--- src/rtl/burst_snoop_pkg.sv ---
// Package: shared register address map for the read-data snooper.
// Assumes a two-bit register address; all four codes are used.
package burst_snoop_pkg;

    typedef enum logic [1:0] {
        SEL_CMD   = 2'd0,
        SEL_BURST = 2'd1,
        CAP_LO    = 2'd2,
        CAP_HI    = 2'd3
    } snoop_reg_e;

endpackage

--- src/rtl/burst_snoop_regs.sv ---
// Module: burst_snoop_regs
// Holds the command and burst selectors and serves the read mux.
// Assumes single-cycle writes; reads are combinational from the address.
// The capture store is read-only here; writes to its addresses are dropped.
module burst_snoop_regs
    import burst_snoop_pkg::*;
#(
    parameter int REG_W   = 32,
    parameter int CMD_W   = 16,
    parameter int BURST_W = 6,
    parameter int DATA_W  = 64
) (
    input  logic               clk,
    input  logic               rst_n,
    input  logic               reg_wr,
    input  logic [1:0]         reg_addr,
    input  logic [REG_W-1:0]   reg_wdata,
    input  logic [DATA_W-1:0]  cap_data,
    output logic [CMD_W-1:0]   cmd_sel,
    output logic [BURST_W-1:0] burst_sel,
    output logic [REG_W-1:0]   reg_rdata
);

    logic unused_wdata;
    assign unused_wdata = &{1'b0, reg_wdata[REG_W-1:CMD_W]};

    // Selector storage: loaded by writes to their own addresses only.
    always_ff @(posedge clk) begin
        if (!rst_n) begin
            cmd_sel   <= '0;
            burst_sel <= '0;
        end else if (reg_wr) begin
            case (snoop_reg_e'(reg_addr))
                SEL_CMD:   cmd_sel   <= reg_wdata[CMD_W-1:0];
                SEL_BURST: burst_sel <= reg_wdata[BURST_W-1:0];
                default:   ;
            endcase
        end
    end

    // Read mux: zero-extends the selectors and splits the capture store.
    always_comb begin
        reg_rdata = '0;
        case (snoop_reg_e'(reg_addr))
            SEL_CMD:   reg_rdata[CMD_W-1:0]   = cmd_sel;
            SEL_BURST: reg_rdata[BURST_W-1:0] = burst_sel;
            CAP_LO:    reg_rdata              = cap_data[REG_W-1:0];
            CAP_HI:    reg_rdata              = cap_data[DATA_W-1:REG_W];
            default:   reg_rdata              = '0;
        endcase
    end

    AST_SEL_HOLD: assert property (@(posedge clk) disable iff (!rst_n)
        !reg_wr |=> ($stable(cmd_sel) && $stable(burst_sel)));

endmodule

--- src/rtl/burst_snoop_track.sv ---
// Module: burst_snoop_track
// Counts issued and completed commands and the beat ordinal inside the
// command currently returning data, and flags the beat that matches both
// selectors. Assumes in-order data return with one last-marked beat per
// command. Counters saturate instead of wrapping.
module burst_snoop_track #(
    parameter int CMD_W   = 16,
    parameter int BURST_W = 6
) (
    input  logic               clk,
    input  logic               rst_n,
    input  logic               frame_start,
    input  logic               cmd_issue,
    input  logic               beat_valid,
    input  logic               beat_last,
    input  logic [CMD_W-1:0]   cmd_sel,
    input  logic [BURST_W-1:0] burst_sel,
    output logic               hit
);

    localparam int CNT_W = CMD_W + 1;
    localparam logic [CNT_W-1:0]   CNT_MAX  = '1;
    localparam logic [BURST_W-1:0] BEAT_MAX = '1;

    logic [CNT_W-1:0]   issue_cnt;
    logic [CNT_W-1:0]   resp_cnt;
    logic [BURST_W-1:0] beat_cnt;
    logic               outstanding;
    logic               beat_ok;

    // Beat acceptance: needs an earlier-issued command still open.
    always_comb begin
        outstanding = (issue_cnt > resp_cnt);
        beat_ok     = beat_valid && !frame_start && outstanding;
    end

    // Issued-command counter: cleared by frame start, saturating.
    always_ff @(posedge clk) begin
        if (!rst_n || frame_start) begin
            issue_cnt <= '0;
        end else if (cmd_issue && (issue_cnt != CNT_MAX)) begin
            issue_cnt <= issue_cnt + 1'b1;
        end
    end

    // Completed-command counter: the ordinal of the command now returning.
    always_ff @(posedge clk) begin
        if (!rst_n || frame_start) begin
            resp_cnt <= '0;
        end else if (beat_ok && beat_last && (resp_cnt != CNT_MAX)) begin
            resp_cnt <= resp_cnt + 1'b1;
        end
    end

    // Beat ordinal: restarts after a last beat, holds at its maximum.
    always_ff @(posedge clk) begin
        if (!rst_n || frame_start) begin
            beat_cnt <= '0;
        end else if (beat_ok) begin
            if (beat_last) begin
                beat_cnt <= '0;
            end else if (beat_cnt != BEAT_MAX) begin
                beat_cnt <= beat_cnt + 1'b1;
            end
        end
    end

    // Match detector: both ordinals equal their selectors.
    always_comb begin
        hit = beat_ok && (resp_cnt == {1'b0, cmd_sel}) && (beat_cnt == burst_sel);
    end

    AST_FRAME_CLR: assert property (@(posedge clk) disable iff (!rst_n)
        frame_start |=> (issue_cnt == '0 && resp_cnt == '0 && beat_cnt == '0));

    AST_RESP_LE_ISSUE: assert property (@(posedge clk) disable iff (!rst_n)
        resp_cnt <= issue_cnt);

    AST_STRAY_BEAT: assert property (@(posedge clk) disable iff (!rst_n)
        (beat_valid && !outstanding && !frame_start)
        |=> ($stable(beat_cnt) && $stable(resp_cnt)));

    AST_BEAT_SAT: assert property (@(posedge clk) disable iff (!rst_n)
        (beat_ok && !beat_last && beat_cnt == BEAT_MAX) |=> (beat_cnt == BEAT_MAX));

    AST_LAST_RESTART: assert property (@(posedge clk) disable iff (!rst_n)
        (beat_ok && beat_last) |=> (beat_cnt == '0));

endmodule

--- src/rtl/burst_snoop_cap.sv ---
// Module: burst_snoop_cap
// Stores the matching beat once per frame behind a sticky flag.
// Assumes the match input is already suppressed during frame start.
// Frame start clears the flag but keeps the stored data.
module burst_snoop_cap #(
    parameter int DATA_W = 64
) (
    input  logic              clk,
    input  logic              rst_n,
    input  logic              frame_start,
    input  logic              hit,
    input  logic [DATA_W-1:0] beat_data,
    output logic [DATA_W-1:0] cap_data,
    output logic              captured
);

    logic take;

    // Capture enable: first match of the frame only.
    always_comb begin
        take = hit && !captured && !frame_start;
    end

    // Sticky flag: set on the capture, dropped on frame start.
    always_ff @(posedge clk) begin
        if (!rst_n || frame_start) begin
            captured <= 1'b0;
        end else if (take) begin
            captured <= 1'b1;
        end
    end

    // Capture store: loaded only by the enabled match.
    always_ff @(posedge clk) begin
        if (!rst_n) begin
            cap_data <= '0;
        end else if (take) begin
            cap_data <= beat_data;
        end
    end

    AST_CAP_LATCH: assert property (@(posedge clk) disable iff (!rst_n)
        (hit && !captured && !frame_start)
        |=> (captured && cap_data == $past(beat_data)));

    AST_CAP_ONCE: assert property (@(posedge clk) disable iff (!rst_n)
        captured |=> $stable(cap_data));

    AST_FRAME_KEEP: assert property (@(posedge clk) disable iff (!rst_n)
        frame_start |=> $stable(cap_data));

endmodule

--- src/rtl/burst_snoop.sv ---
// Module: burst_snoop (top)
// Debug snooper on a read-data path: captures the beat selected by a
// command ordinal and a beat ordinal, once per frame.
// Assumes in-order return, one last-marked beat per command and at most
// one command issue per cycle. All state resets to zero.
module burst_snoop #(
    parameter int REG_W   = 32,
    parameter int CMD_W   = 16,
    parameter int BURST_W = 6
) (
    input  logic                 clk,
    input  logic                 rst_n,
    input  logic                 frame_start,
    input  logic                 cmd_issue,
    input  logic                 beat_valid,
    input  logic                 beat_last,
    input  logic [2*REG_W-1:0]   beat_data,
    input  logic                 reg_wr,
    input  logic [1:0]           reg_addr,
    input  logic [REG_W-1:0]     reg_wdata,
    output logic [REG_W-1:0]     reg_rdata
);

    localparam int DATA_W = 2 * REG_W;

    logic [CMD_W-1:0]   cmd_sel;
    logic [BURST_W-1:0] burst_sel;
    logic [DATA_W-1:0]  cap_data;
    logic               hit;
    logic               captured;

    burst_snoop_regs #(
        .REG_W   (REG_W),
        .CMD_W   (CMD_W),
        .BURST_W (BURST_W),
        .DATA_W  (DATA_W)
    ) i_regs (
        .clk       (clk),
        .rst_n     (rst_n),
        .reg_wr    (reg_wr),
        .reg_addr  (reg_addr),
        .reg_wdata (reg_wdata),
        .cap_data  (cap_data),
        .cmd_sel   (cmd_sel),
        .burst_sel (burst_sel),
        .reg_rdata (reg_rdata)
    );

    burst_snoop_track #(
        .CMD_W   (CMD_W),
        .BURST_W (BURST_W)
    ) i_track (
        .clk         (clk),
        .rst_n       (rst_n),
        .frame_start (frame_start),
        .cmd_issue   (cmd_issue),
        .beat_valid  (beat_valid),
        .beat_last   (beat_last),
        .cmd_sel     (cmd_sel),
        .burst_sel   (burst_sel),
        .hit         (hit)
    );

    burst_snoop_cap #(
        .DATA_W (DATA_W)
    ) i_cap (
        .clk         (clk),
        .rst_n       (rst_n),
        .frame_start (frame_start),
        .hit         (hit),
        .beat_data   (beat_data),
        .cap_data    (cap_data),
        .captured    (captured)
    );

    AST_HIT_ARMED: assert property (@(posedge clk) disable iff (!rst_n)
        hit |-> !frame_start);

endmodule

--- config.mk ---
export PLATFORM = sky130hd
export DESIGN_NAME = burst_snoop
export DESIGN_NICKNAME = d
export VERILOG_FILES = /design/src/rtl/burst_snoop_pkg.sv /design/src/rtl/burst_snoop_regs.sv /design/src/rtl/burst_snoop_track.sv /design/src/rtl/burst_snoop_cap.sv /design/src/rtl/burst_snoop.sv
export SDC_FILE = /design/constraint.sdc
export NUM_CORES = 1
export LEC_CHECK = 0
export CAP_MARGIN = 20
export CORE_MARGIN = 2
export CORE_UTILIZATION = 59
export CTS_CLUSTER_SIZE = 16
export DETAILED_ROUTE_END_ITERATION = 10
export DONT_BUFFER_PORTS = 1
export PLACE_DENSITY_LB_ADDON = 0.15
export REMOVE_ABC_BUFFERS = 1
export SLEW_MARGIN = 20
export SYNTH_ARGS = -nofsm -noshare
export SYNTH_HDL_FRONTEND = slang
export SYNTH_SLANG_ARGS = --single-unit
--- constraint.sdc ---
create_clock -name clk -period 3.1 [get_ports clk]
set_input_delay 0.62 -clock clk [delete_from_list [all_inputs] [get_ports clk]]
set_output_delay 0.62 -clock clk [all_outputs]
set_load 0.01 [all_outputs]
Word-level counts from Yosys, hierarchy flattened
Cells that the tools add are included.
- logic and storage cells: 42
- flip-flop bits (word level): 127
- muxes and demuxes: 5
- eq/ne operators: 8
- reduce and logical (&&, ||, !) cells: 18
- add/subtract/negate cells: 3
- order comparisons: 1
- operator list (cell ; number):
    $add 17x1->17 const B ; 2
    $ne 17x17->1 const B ; 2
    $pmux 16 s2 ; 1
    $pmux 10 s3 ; 1
    $pmux 6 s4 ; 1
    $eq 17x16->1 ; 1
    $gt 17x17->1 ; 1
    $mux 6 ; 2
    $logic_and 1x1->1 ; 9
    $add 6x1->6 const B ; 1
    $eq 6x6->1 ; 1
    $ne 6x6->1 const B ; 1
    $reduce_and 2->1 ; 3
    $eq 2x2->1 const B ; 2
    $logic_not 1->1 ; 3
    $eq 2x1->1 const B ; 1
    $logic_not 2->1 ; 1
    $reduce_bool 2->1 ; 1
    $logic_or 1x1->1 ; 1

Longest topological paths before layout
- depth in word-level cells: 7
- depth in mapped cells: 12
- mapped depth without buffers: 11

By module
A second synthesis with hierarchy kept.
- cells, all modules: 766
- area, all modules: 6915.4 um2
- modules (own cells, without submodules) (module ; sequential area each (um2) ; instances ; area each (um2) ; cells an instance):
    burst_snoop_track ; 800.8 ; 1 ; 2662.6 ; 328
    burst_snoop_cap ; 1301.2 ; 1 ; 2646.3 ; 281
    burst_snoop_regs ; 440.4 ; 1 ; 1606.5 ; 157

Least setup slack after synthesis
OpenSTA, ideal clock, no wires.
- path kind: input port to output port
- from: in reg_addr[0]
- to: out reg_rdata[12]
- slack: 578 ps
- cell stages on the path: 4
- data required time: 2480 ps
- data arrival time: 1902 ps
- cells stage by stage: clkbuf_1 -> buf_1 -> mux2_2 -> a22o_1
- cells in the longest elaborated chain, start to end: 2
- elaborated cells on any way between the ends: 4
- classes of those cells: eq/ne: 2; mux: 1; reduce/logical: 1
- RTL lines (element ; line ; text):
    start, declared ; burst_snoop.sv:19 ; input logic [1:0] reg_addr,
    $eq 2x2->1 or $logic_not 2->1 (tied branches) ; burst_snoop_regs.sv:44 ; case (snoop_reg_e'(reg_addr))
    $pmux 10 s3 (*) ; burst_snoop_regs.sv:44 ;
    end, declared ; burst_snoop.sv:21 ; output logic [REG_W-1:0] reg_rdata
Every way passes the cells marked *; elsewhere a longest branch is shown, timed or not.

Worst setup path after layout
- from: reg i_track.resp_cnt[12]
- to: reg i_cap.cap_data[29]
- cells in the longest elaborated chain, start to end: 6
- elaborated cells on any way between the ends: 7
- classes of those cells: order compare: 1; eq/ne: 1; reduce/logical: 5
- RTL lines (element ; line ; text):
    start, declared ; burst_snoop_track.sv:26 ; logic [CNT_W-1:0] resp_cnt;
    start signal, assigned ; burst_snoop_track.sv:51 ; resp_cnt <= resp_cnt + 1'b1;
    $gt 17x17->1 ; burst_snoop_track.sv:33 ; outstanding = (issue_cnt > resp_cnt);
    $logic_and 1x1->1 ; burst_snoop_track.sv:34 ; beat_ok = beat_valid && !frame_start && outstanding;
    $logic_and 1x1->1 (*) (2 in a row) ; burst_snoop_track.sv:70 ; hit = beat_ok && (resp_cnt == {1'b0, cmd_sel}) && (beat_cnt == burst_sel);
    $logic_and 1x1->1 (*) (2 in a row) ; burst_snoop_cap.sv:21 ; take = hit && !captured && !frame_start;
    end signal, assigned ; burst_snoop_cap.sv:38 ; cap_data <= beat_data;
    end, declared ; burst_snoop_cap.sv:13 ; output logic [DATA_W-1:0] cap_data,
Marks and branches as above.
A chain may end at the register's enable or synchronous reset.

==> insert_results.sql <==
INSERT INTO impl_metrics (metric_group, metric, value, unit) VALUES
('clock_network', 'clock_tree.htree_level_count', '4', ''),
('clock_network', 'tritoncts', 'built', ''),
('setup_path', 'list_of_cells_traversed_by_the_critical_path', 'inv_1 -> ha_1 -> nand4_1 -> nor4_4 -> a22oi_1 -> o211ai_1 -> buf_12 -> nand4_1 -> a21oi_1', ''),
('power_and_ir_drop', 'static-leakage-power', '2.43', 'nW'),
('synth', 'synth_cells', '781', ''),
('die', 'coreArea', '10800', 'sq um'),
('sta', 'fmax', '346', 'MHz'),
('outcome', 'outcome', 'finished, final reports clean', ''),
('setup_path', 'critical-path-top-cell-by-count', 'nand4_1', ''),
('grt', 'grt_start_max_net_pins', '46', ''),
('setup_path', 'cp_max_fo', '45', ''),
('grt', 'antenna_violations_before_repair', '0', ''),
('sta', 'max_slew.worst_pin.slew', '1.01', 'ns'),
('setup_path', 'critPathKind', 'reg2reg', ''),
('die', 'die_w', '110', 'um'),
('setup_path', 'worst-path-stages', '9', ''),
('final_layout', 'utilization', '65.8', '%'),
('routing', 'drt_wl_total', '16.9', 'mm'),
('grt', 'global_route.overflow_total', '0', ''),
('synth', 'synthesis.yosys.warnings', '0', ''),
('grt', 'grtUsageTotal', '29.5', '%'),
('final_layout', 'layout-area-overhead-vs-synth', '8.47', '%'),
('synth', 'synthesis.area', '6570', 'sq um'),
('final_layout', 'drive_gt1_share', '8.58', '%'),
('routing', 'avgViaCountPerCell', '6.45', ''),
('grt', 'grt_pass1_wl', '27.5', 'mm'),
('power_and_ir_drop', 'ir_drop', '0.490', 'mV'),
('final_layout', 'instances_no_fill', '898', ''),
('setup_path', 'worstSetupEndpointType', 'register', ''),
('power_and_ir_drop', 'power.total', '3.60', 'mW'),
('flow_run', 'max-cap-violations', '0', ''),
('synth', 'synth_flop_cell', 'dfxtp_1', ''),
('clock_network', 'postCtsHoldBufs', '0', ''),
('setup_path', 'critical_path.top_delay_family', 'compound AO/OA/AOI/OAI gates', ''),
('clock_network', 'clock_sink_count', '127', ''),
('routing', 'drt-pass1-iter-count', '5', ''),
('sta', 'rsz0062_at_grt', 'false', ''),
('placed_design', 'detailed_place_hpwl', '11.3', 'mm'),
('routing', 'route.vias.total', '5788', ''),
('die', 'floorplan.rows', '38', ''),
('grt', 'grt_pass1_vias', '5645', ''),
('synth', 'ys_async_rst_share', '0', '%'),
('setup_path', 'cp_data_arrival_time', '3.33', 'ns'),
('synth', 'mapped_avg_cell_area', '8.42', 'sq um'),
('final_layout', 'design.final.nets', '876', ''),
('worst_hold_path', 'min_path_type', 'in2reg', ''),
('setup_path', 'crit-reg2reg-capture', 'i_cap.cap_data[29]', ''),
('synth', 'yosysTopAreaCell', 'dfxtp_1', ''),
('die', 'dieArea', '12000', 'sq um'),
('synth', 'synth_sequential_area_ratio', '38.7', '%'),
('synth', 'synth-edff-count', '0', ''),
('sta', 'finalCriticalPeriod', '2.89', 'ns'),
('routing', 'route.detailed.wl_per_inst', '18.9', 'um'),
('synth', 'ys_ff_latch', '127', ''),
('final_layout', 'most-common-layout-cells', '127 x dfxtp_1, 107 x a21oi_1, 80 x o21ai_0', ''),
('sta', 'share_of_the_clock_period_used_by_the_worst_path', '93.2', '%'),
('final_layout', 'antennaDiodeCount', '0', ''),
('die', 'design.portCount', '137', ''),
('setup_path', 'timing.reg2reg.worst_path_depth', '9', ''),
('setup_path', 'timing.critical_path.required', '3.54', 'ns'),
('clock_network', 'clkTransAtPathRegs', '0.06', 'ns'),
('die', 'fp.dieH', '110', 'um'),
('clock_network', 'clockRootBuffer', 'clkbuf_8', ''),
('sta', 'worst_rel_slew_slack', '32.2', '%'),
('synth', 'yosysTopAreaCellShare', '38.7', '%'),
('setup_path', 'critical_path.slowest_cell', 'o211ai_1', ''),
('setup_path', 'start_kind', 'register', ''),
('sta', 'finalHoldWorstSlack', '0.223', 'ns'),
('setup_path', 'regToRegStartpoint', 'i_track.resp_cnt[12]', ''),
('final_layout', 'layout_commonest_cell', 'dfxtp_1', ''),
('setup_path', 'reg2reg_setup_slack', '0.21', 'ns');
## report_power, final
| group | switching, mW | leakage, nW | total, mW | internal [mW] |
|---|---|---|---|---|
| clock network | 0.686 | 0.241 | 1.75 | 1.06 |
| logic | 0.127 | 1.16 | 0.189 | 0.0619 |
| registers | 0.0137 | 1.02 | 1.66 | 1.65 |
| total | 0.827 | 2.43 | 3.60 | 2.77 |
## routing by layer
| metal | track usage (%) | wire length, um | vias up |
|---|---|---|---|
| li1 | - | - | 2781 |
| met1 | 35.6 | 7120 | 2780 |
| met2 | 48.4 | 8150 | 194 |
| met3 | 10.5 | 1290 | 33 |
| met4 | 10.9 | 391 | 0 |
| met5 | 0 | 0 | - |
## area by class of cell
cell class | instances | area, sq um
clock buffer | 21 | 439
sequential | 127 | 2540
multi-input combinational | 568 | 3680
tap | 140 | 175
clock inverter | 7 | 67.6
inverter | 21 | 78.8
timing repair buffer | 14 | 143
fill | 942 | 3710
## cells in the mapped netlist (12+ instances only)
| library cell | count |
|---|---|
| a21oi_1 | 108 |
| clkbuf_1 | 45 |
| dfxtp_1 | 127 |
| ha_1 | 22 |
| inv_1 | 20 |
| mux2i_1 | 25 |
| nand2_1 | 56 |
| nand3_1 | 12 |
| nand4_1 | 79 |
| nor2_1 | 33 |
| nor2b_1 | 19 |
| o21ai_0 | 80 |
| xnor2_1 | 23 |
| xor2_1 | 13 |
## cell families (layout without fill, tap and decap cells)
family,count (synthesis),after routing,synth area share [%]
adders and majority gates,22,22,4.19
buffers and inverters,86,63,5.79
xor gates and xnor gates,36,36,4.80
AOI/OAI and AO/OA,223,223,18.6
muxes,41,41,7.58
DFF,127,127,38.7
and+or+nand+nor,246,246,20.4
## worst min-delay path by stage
| stage | start | slack, ns | endpoint | depth (start not counted) |
|---|---|---|---|---|
| finish | reg_wdata[11] | 0.22 | i_regs.cmd_sel[11] | 2 |
| detailed placement | i_cap.cap_data[43] | 0.46 | i_cap.cap_data[43] | 2 |
| CTS | reg_wdata[9] | 0.19 | i_regs.cmd_sel[9] | 2 |
| global placement | i_cap.captured | 0.45 | i_cap.captured | 2 |
| floorplan | i_cap.captured | 0.43 | i_cap.captured | 2 |
| global route | reg_wdata[9] | 0.19 | i_regs.cmd_sel[9] | 2 |
## flip-flops by register name, summed over array words and instances (netlist names)
name               count
i_regs.burst_sel       6
i_regs.cmd_sel        16
i_cap.captured         1
i_track.resp_cnt      17
i_cap.cap_data        64
i_track.issue_cnt     17
i_track.beat_cnt       6
## per-stage QoR
stage | worst slack [ns] | area (sq um)
finish | 0.211 | 7130
global route | 0.0938 | 7130
CTS | 0.166 | 7110
detailed placement | 0.196 | 6610
global placement | 0.294 | 6610
floorplan | -3.46 | 6270
## what timing repair did
item,4_1_cts,5_1_grt
gates resized for setup,0,2
endpoints found under the hold margin,0,0
endpoints found under the setup margin,0,10
Power figures use the tool's default switching activity.
